--- src/rtl/hiword_alu.sv ---
module hiword_alu #(
  parameter int NREG = 16,
  parameter int XLEN = 64,
  localparam int RW = $clog2(NREG),
  localparam int HW = XLEN / 2
) (
  input  logic            clk,
  input  logic            rst_n,
  input  logic            op_valid,
  input  logic [4:0]      op_code,
  input  logic [RW-1:0]   rd_sel,
  input  logic [RW-1:0]   ra_sel,
  input  logic [RW-1:0]   rb_sel,
  input  logic [HW-1:0]   imm,
  input  logic [HW-1:0]   mem_opnd,
  input  logic            ext_we,
  input  logic [RW-1:0]   ext_sel,
  input  logic [XLEN-1:0] ext_data,
  input  logic [RW-1:0]   peek_sel,
  output logic [XLEN-1:0] peek_data,
  output logic [1:0]      cc,
  output logic            br_taken
);
  typedef enum logic [2:0] {K_NONE, K_SARITH, K_LARITH, K_LNOCC, K_SCMP, K_LCMP, K_BCT, K_LOAD} kind_t;

  logic [XLEN-1:0] rf [NREG];
  logic [HW-1:0] a_hi, b_hi, b_lo, d_hi, opb, ld_val;
  logic [HW:0]   sum;
  logic [HW-1:0] res, dec, wval;
  logic          do_sub, ovf, hi_we, cc_we;
  logic [1:0]    cc_nx;
  kind_t         kind;

  assign a_hi = rf[ra_sel][XLEN-1:HW];
  assign b_hi = rf[rb_sel][XLEN-1:HW];
  assign b_lo = rf[rb_sel][HW-1:0];
  assign d_hi = rf[rd_sel][XLEN-1:HW];
  assign peek_data = rf[peek_sel];

  always_comb begin
    kind = K_NONE; opb = b_hi; do_sub = 1'b0; ld_val = '0;
    case (op_code)
      5'd0:  kind = K_SARITH;
      5'd1:  begin kind = K_SARITH; opb = b_lo; end
      5'd2:  begin kind = K_SARITH; opb = imm; end
      5'd3:  kind = K_LARITH;
      5'd4:  begin kind = K_LARITH; opb = b_lo; end
      5'd5:  begin kind = K_LARITH; opb = imm; end
      5'd6:  begin kind = K_LNOCC; opb = imm; end
      5'd7:  begin kind = K_SARITH; do_sub = 1'b1; end
      5'd8:  begin kind = K_SARITH; do_sub = 1'b1; opb = b_lo; end
      5'd9:  begin kind = K_LARITH; do_sub = 1'b1; end
      5'd10: begin kind = K_LARITH; do_sub = 1'b1; opb = b_lo; end
      5'd11: kind = K_SCMP;
      5'd12: begin kind = K_SCMP; opb = b_lo; end
      5'd13: begin kind = K_SCMP; opb = mem_opnd; end
      5'd14: begin kind = K_SCMP; opb = imm; end
      5'd15: kind = K_LCMP;
      5'd16: begin kind = K_LCMP; opb = b_lo; end
      5'd17: begin kind = K_LCMP; opb = mem_opnd; end
      5'd18: begin kind = K_LCMP; opb = imm; end
      5'd19: kind = K_BCT;
      5'd20: begin kind = K_LOAD; ld_val = {{(HW-8){mem_opnd[7]}}, mem_opnd[7:0]}; end
      5'd21: begin kind = K_LOAD; ld_val = {{(HW-8){1'b0}}, mem_opnd[7:0]}; end
      5'd22: begin kind = K_LOAD; ld_val = {{(HW-16){mem_opnd[15]}}, mem_opnd[15:0]}; end
      5'd23: begin kind = K_LOAD; ld_val = {{(HW-16){1'b0}}, mem_opnd[15:0]}; end
      default: kind = K_NONE;
    endcase
  end

  assign sum = {1'b0, a_hi} + {1'b0, do_sub ? ~opb : opb} + {{HW{1'b0}}, do_sub};
  assign res = sum[HW-1:0];
  assign ovf = (do_sub ? (a_hi[HW-1] != opb[HW-1]) : (a_hi[HW-1] == opb[HW-1]))
               && (res[HW-1] != a_hi[HW-1]);
  assign dec = d_hi - 1'b1;

  always_comb begin
    hi_we = 1'b0; cc_we = 1'b0; cc_nx = cc; wval = res;
    case (kind)
      K_SARITH: begin
        hi_we = 1'b1; cc_we = 1'b1;
        cc_nx = ovf ? 2'd3 : (res == '0) ? 2'd0 : res[HW-1] ? 2'd1 : 2'd2;
      end
      K_LARITH: begin hi_we = 1'b1; cc_we = 1'b1; cc_nx = {sum[HW], |res}; end
      K_LNOCC:  hi_we = 1'b1;
      K_SCMP: begin
        cc_we = 1'b1;
        cc_nx = (a_hi == opb) ? 2'd0 : ($signed(a_hi) < $signed(opb)) ? 2'd1 : 2'd2;
      end
      K_LCMP: begin
        cc_we = 1'b1;
        cc_nx = (a_hi == opb) ? 2'd0 : (a_hi < opb) ? 2'd1 : 2'd2;
      end
      K_BCT:  begin hi_we = 1'b1; wval = dec; end
      K_LOAD: begin hi_we = 1'b1; wval = ld_val; end
      default: ;
    endcase
  end

  always_ff @(posedge clk) begin
    if (!rst_n) begin
      for (int i = 0; i < NREG; i++) rf[i] <= '0;
      cc <= 2'd0;
      br_taken <= 1'b0;
    end else begin
      if (ext_we) rf[ext_sel] <= ext_data;
      if (op_valid && hi_we) rf[rd_sel][XLEN-1:HW] <= wval;
      if (op_valid && cc_we) cc <= cc_nx;
      br_taken <= op_valid && (kind == K_BCT) && (dec != '0);
    end
  end
endmodule


--- config.mk ---
export PLATFORM = sky130hd
export DESIGN_NAME = hiword_alu
export DESIGN_NICKNAME = d
export VERILOG_FILES = /design/src/rtl/hiword_alu.sv
export SDC_FILE = /design/constraint.sdc
export NUM_CORES = 2
export LEC_CHECK = 0
export BUFFER_PORTS_ARGS = -buffer_cell sky130_fd_sc_hd__buf_2
export CORE_AREA = 2 2 396 398
export CTS_CLUSTER_DIAMETER = 80
export CTS_CLUSTER_SIZE = 8
export DETAILED_ROUTE_END_ITERATION = 8
export DIE_AREA = 0 0 398 400
export PLACE_DENSITY = 0.67
export RECOVER_POWER = 50
export SYNTH_ARGS = -nofsm -noshare
export SYNTH_HDL_FRONTEND = slang
export SYNTH_SLANG_ARGS = --single-unit
--- constraint.sdc ---
create_clock -name clk -period 8.4 [get_ports clk]
set_clock_uncertainty 0.05 [all_clocks]
set_input_delay 0.42 -clock clk [delete_from_list [all_inputs] [get_ports clk]]
set_output_delay 0.42 -clock clk [all_outputs]
set_load 0.01 [all_outputs]
==> Yosys cells after proc, flatten, opt, wreduce, memory -nomap -nowiden <==
Memory sizes are Yosys's and may differ from the RTL's.
Index checks and enable logic that the tools add are counted.
Widths: inputs -> output; s select.
{ "classes": {"add_sub_neg": 3, "order_cmp": 2, "n_eq_ne": 34, "muxes": 30, "bitwise_logic": 1, "reduce_logical": 24} }
{ "op_table": {"columns": ["cell", "count"], "rows": [
  ["$mux 64", 2],
  ["$pmux 32 s4", 1],
  ["$reduce_or 64->1", 2],
  ["$pmux 32 s3", 1],
  ["$lt 32x32->1", 2],
  ["$pmux 32 s2", 1],
  ["$eq 5x4->1 const B", 8],
  ["$eq 5x5->1 const B", 8],
  ["$add 32x32->33", 1],
  ["$add 33x1->33", 1],
  ["$eq 32x32->1", 1],
  ["$logic_not 32->1", 1],
  ["$mux 32", 1],
  ["$not 32->32", 1],
  ["$reduce_bool 32->1", 1],
  ["$reduce_or 32->1", 1],
  ["$sub 32x1->32 const B", 1],
  ["$pmux 3 s7", 1],
  ["$eq 5x3->1 const B", 4],
  ["$reduce_or 4->1", 5],
  ["$reduce_or 5->1", 4],
  ["$mux 2", 8],
  ["$eq 3x3->1 const B", 4],
  ["$mux 1", 12],
  ["14 further kinds", 22]
]} }
{ "totals": {"reg_bits": 3, "mem_bits_rw": 1024, "inputBits": 157, "output_inout_bits": 67, "word_cells": 97, "n_memories": 1} }
{ "memory_table": {"columns": ["name", "depth", "word_bits", "rd", "rd_clocked_by_memory_dff", "write_ports", "line", "text"], "rows": [
  ["rf", 16, 64, 4, 0, 16, "26", "logic [XLEN-1:0] rf [NREG];"]
]} }

==> Logic depth before layout (Yosys ltp) <==
{ "depth": {"depth_word": 12, "mapped_depth": 25, "mapped_depth_nobuf": 20} }

==> Least setup slack after synthesis <==
No wires, ideal clock.
{ "synth_timing": {"path_type": "in2reg", "from": "input rb_sel[0]", "to": "memory rf[2][57] (data pin)", "setup_time_ns": 0.267, "arrival_ns": 6.560, "required_time_ns": 8.083, "slack_ns": 1.523, "stages": 24, "n_path_buf": 6, "cell_sequence": "clkbuf_1 > buf_2 > buf_1 > buf_1 > mux4_2 > mux4_2 > o21ai_0 > o21ai_0 > a221oi_1 > xnor2_1 > ha_1 > clkbuf_1 > and4_1 > nor3b_1 > nand2b_1 > o221a_2 > o31ai_1 > inv_1 > a21o_1 > a21o_1 > and2_1 > a211oi_1 > clkbuf_1 > o21ai_0"} }
{ "synth_lines": {"columns": ["item", "line", "text"], "rows": [
  ["start, declared", "13", "input logic [RW-1:0] rb_sel,"],
  ["end, declared", "26", null]
]} }

==> flow_summary_export.csv <==
group,metric,value,unit
status,status,"complete, but fails checks",
status,violations,"capacitance limit, slew limit",
drt,drtIter0Drc,9548,
die,core,155000,µm²
drt,firstDrtPassIters,6,
synthesis,synth_top_area_cell,"edfxtp_1",
die,core.rowCount,145,
timing,hold_ws,0.0352,ns
min_path,whs_path_depth,2,
power,pwr-share-clk,36.3,%
critical_path,crit_path_end_kind,"register",
place,dp_hpwl,158000,µm
drt,wl_per_cell,38.8,µm
critical_path,critPathArrivalTime,8.30,ns
global_route,first_global_vias,52000,
synthesis,synth_edf_count,1024,
synthesis,synth-compound-area-share,7.16,%
synthesis,synthFlopType,"edfxtp_1",
global_route,grt_pass1_wl,386000,µm
power,p_switching,4.79,mW
critical_path,r2r_cells,19,
synthesis,synth_seq_area_share,44.4,%
power,power_frac_comb,23.8,%
drt,vias_per_cell,7.58,
synthesis,avgSynthCellArea,13.6,µm²
clock_network,tritoncts,"yes",
clock_network,htree_num_levels,4,
timing,hold_viol,0,
drt,wirelength,276000,µm
finish,layout-drive-gt1-share,31.4,%
power,p_leak,26.0,nW
synthesis,synth_top_family_by_area,"multiplexers",
run,maxCapViolCount,38,
power,p_sw_share,31.3,%
synthesis,synth_top_area_share,44.3,%
power,internal_power,10.5,mW
die,initial_core_util,44.8,%
synthesis,synth_xor_area_share,0.971,%
synthesis,yosysWarnings,0,
global_route,grt_start_max_net_pins,136,
place,globalplace.congestion,1.03,
clock_network,cts_hold_buffers,0,
synthesis,syn_area,69400,µm²
critical_path,cp-start-kind,"input pin",
critical_path,crit_type,"in -> reg",
synthesis,ys_types,84,
timing,fin_crit,7.93,ns
global_route,grt_usage,34.4,%
global_route,antenna_found_initial,43,
die,fp.dieW,398,µm
timing,worst-slew-pin-transition,4.09,ns
clock_network,cts_root_buf,"clkbuf_16",
clock_network,cts_buffers,149,
clock_network,cts_resized,0,
synthesis,synthCells,5112,
power,p_seq_share,39.9,%
timing,rsz0062_at_grt,"no",
synthesis,async_flop_share,0,%
power,ir_drop,238,µV
power,powerDensity,200,nW/µm²
place,dp_cells,6919,
drt,drtAntennaViolNets,0,
die,fp.dieH,400,µm
min_path,hold_class,"in -> reg",
synthesis,synth_fa_ha_area_share,1.23,%
finish,nNetsFinal,5236,
drt,drc,0,
synthesis,syn-num-nets,5336,
synthesis,synth_area_leaders,"edfxtp_1, mux4_2, o21ai_0",
drt,vias,53900,
global_route,overflow,0,
synthesis,synth-simple-area-share,11.0,%
clock_network,cts_setup_buffers,0,
clock_network,cts.sinks,1027,
timing,slew_headroom,-172,%
clock_network,clock_path_buffers,3,
critical_path,critical_path_required,8.77,ns
finish,synthToLayoutAreaGrowth,10.1,%
timing,fin_crit_sh,94.4,%
die,fp.dieArea,159000,µm²
timing,fmax,0.126,GHz
finish,fin_cells,7115,
clock_network,clk_latency,0.80,ns
timing,finalSetupTns,0,ns
finish,final_cell_mix,"edfxtp_1, mux4_2, o21ai_0",
place,portBuffers,223,
die,io_pins,224,
synthesis,muxShareOfSynthArea,31.3,%
critical_path,cp_max_fo,33,
finish,final_common_cell,"edfxtp_1",
timing,slew_viol_final,1339,
synthesis,ys_ff_latch,1027,
clock_network,clkTransAtPathRegs,0.05,ns
timing,setup_viol,0,
[cell usage after synthesis, drive strengths merged (5+ instances only)]
| cell type | number |
|---|---|
| edfxtp | 1024 |
| mux4 | 956 |
| o21ai | 631 |
| nand3 | 553 |
| clkbuf | 504 |
| and3 | 300 |
| and2 | 234 |
| buf | 140 |
| nand2 | 91 |
| nor2 | 87 |
| ha | 66 |
| a21oi | 63 |
| inv | 58 |
| xnor2 | 56 |
| a221oi | 49 |
| nor3 | 35 |
| xor2 | 21 |
| a21o | 20 |
| a211oi | 17 |
| nand2b | 14 |
| nor2b | 14 |
| mux2i | 13 |
| nand4 | 12 |
| nor4 | 12 |
| o21a | 10 |
| o211ai | 9 |
| a31oi | 8 |
| mux2 | 7 |
| nor3b | 7 |
| o21bai | 7 |
| or4 | 7 |
| a21boi | 6 |
| or3 | 6 |
| a211o | 5 |
| a22oi | 5 |
| nand3b | 5 |
| o31ai | 5 |
[registers in the layout (all words and copies together), names as in the netlist]
name	count
br_taken	1
rf	1024
cc	2
[routing by layer]
layer | global-route usage [%] | up-vias | wire length, µm
li1 | - | 20600 | -
met1 | 44.4 | 26900 | 93100
met2 | 49.2 | 5173 | 118000
met3 | 15.0 | 1118 | 48800
met4 | 17.7 | 48 | 16300
met5 | 0.121 | - | 289
[kinds of logic after synthesis]
logic type,count (synthesis)
buf+inv,703
simple gates,1390
fa+ha+maj,68
mux,976
compound gates,871
flops,1027
xor+xnor,77
[final timing paths]
kind,start,end,slack (ns)
worst max register to register,rf[15][5],cc[0],1.55
worst min-delay path,ext_data[30],rf[3][30],0.04
worst max-delay path,rst_n,rf[3][54],0.47
worst min register to register,cc[1],cc[1],0.55
[final cells by class]
| cell class | instances | area (µm²) |
|---|---|---|
| fill | 13100 | 78700 |
| multi-input combinational | 3382 | 36200 |
| clock inverter | 18 | 250 |
| sequential | 1027 | 30800 |
| antenna | 20 | 50.0 |
| tap | 2058 | 2570 |
| clock buffer | 158 | 3850 |
| timing repair buffer | 393 | 2470 |
| inverter | 59 | 221 |
[power by group through the flow]
stage | combinational, mW | clock (mW) | sequential [mW]
6_report | 3.64 | 5.56 | 6.12
5_1_grt | 3.78 | 5.76 | 6.14
2_1_floorplan | 2.25 | 0 | 6.13
4_1_cts | 3.55 | 5.56 | 6.10
3_5_place_dp | 3.53 | 0 | 6.19
3_3_place_gp | 3.52 | 0 | 6.16
[stage by stage]
step / util, % / setup WS (ns) / instance area (µm²) / power [mW]
2_1_floorplan: - / 1.52 / 69400 / 8.38
3_5_place_dp: 46.8 / 0.992 / 72500 / 9.72
5_1_grt: 49.3 / 0.531 / 76400 / 15.7
3_3_place_gp: 46.8 / 1.06 / 72500 / 9.68
4_1_cts: 49.4 / 1.78 / 76600 / 15.2
6_report: 49.3 / 0.471 / 76400 / 15.3
[critical path: stages]
cell	delay, ns
buf_2	0.07
clkbuf_1	1.66
nand4_1	1.02
nor3_1	0.45
nand2b_2	0.18
clkbuf_1	2.63
nand2b_2	1.19
buf_4	0.58
No activity file was read; power rests on OpenSTA's default activity.
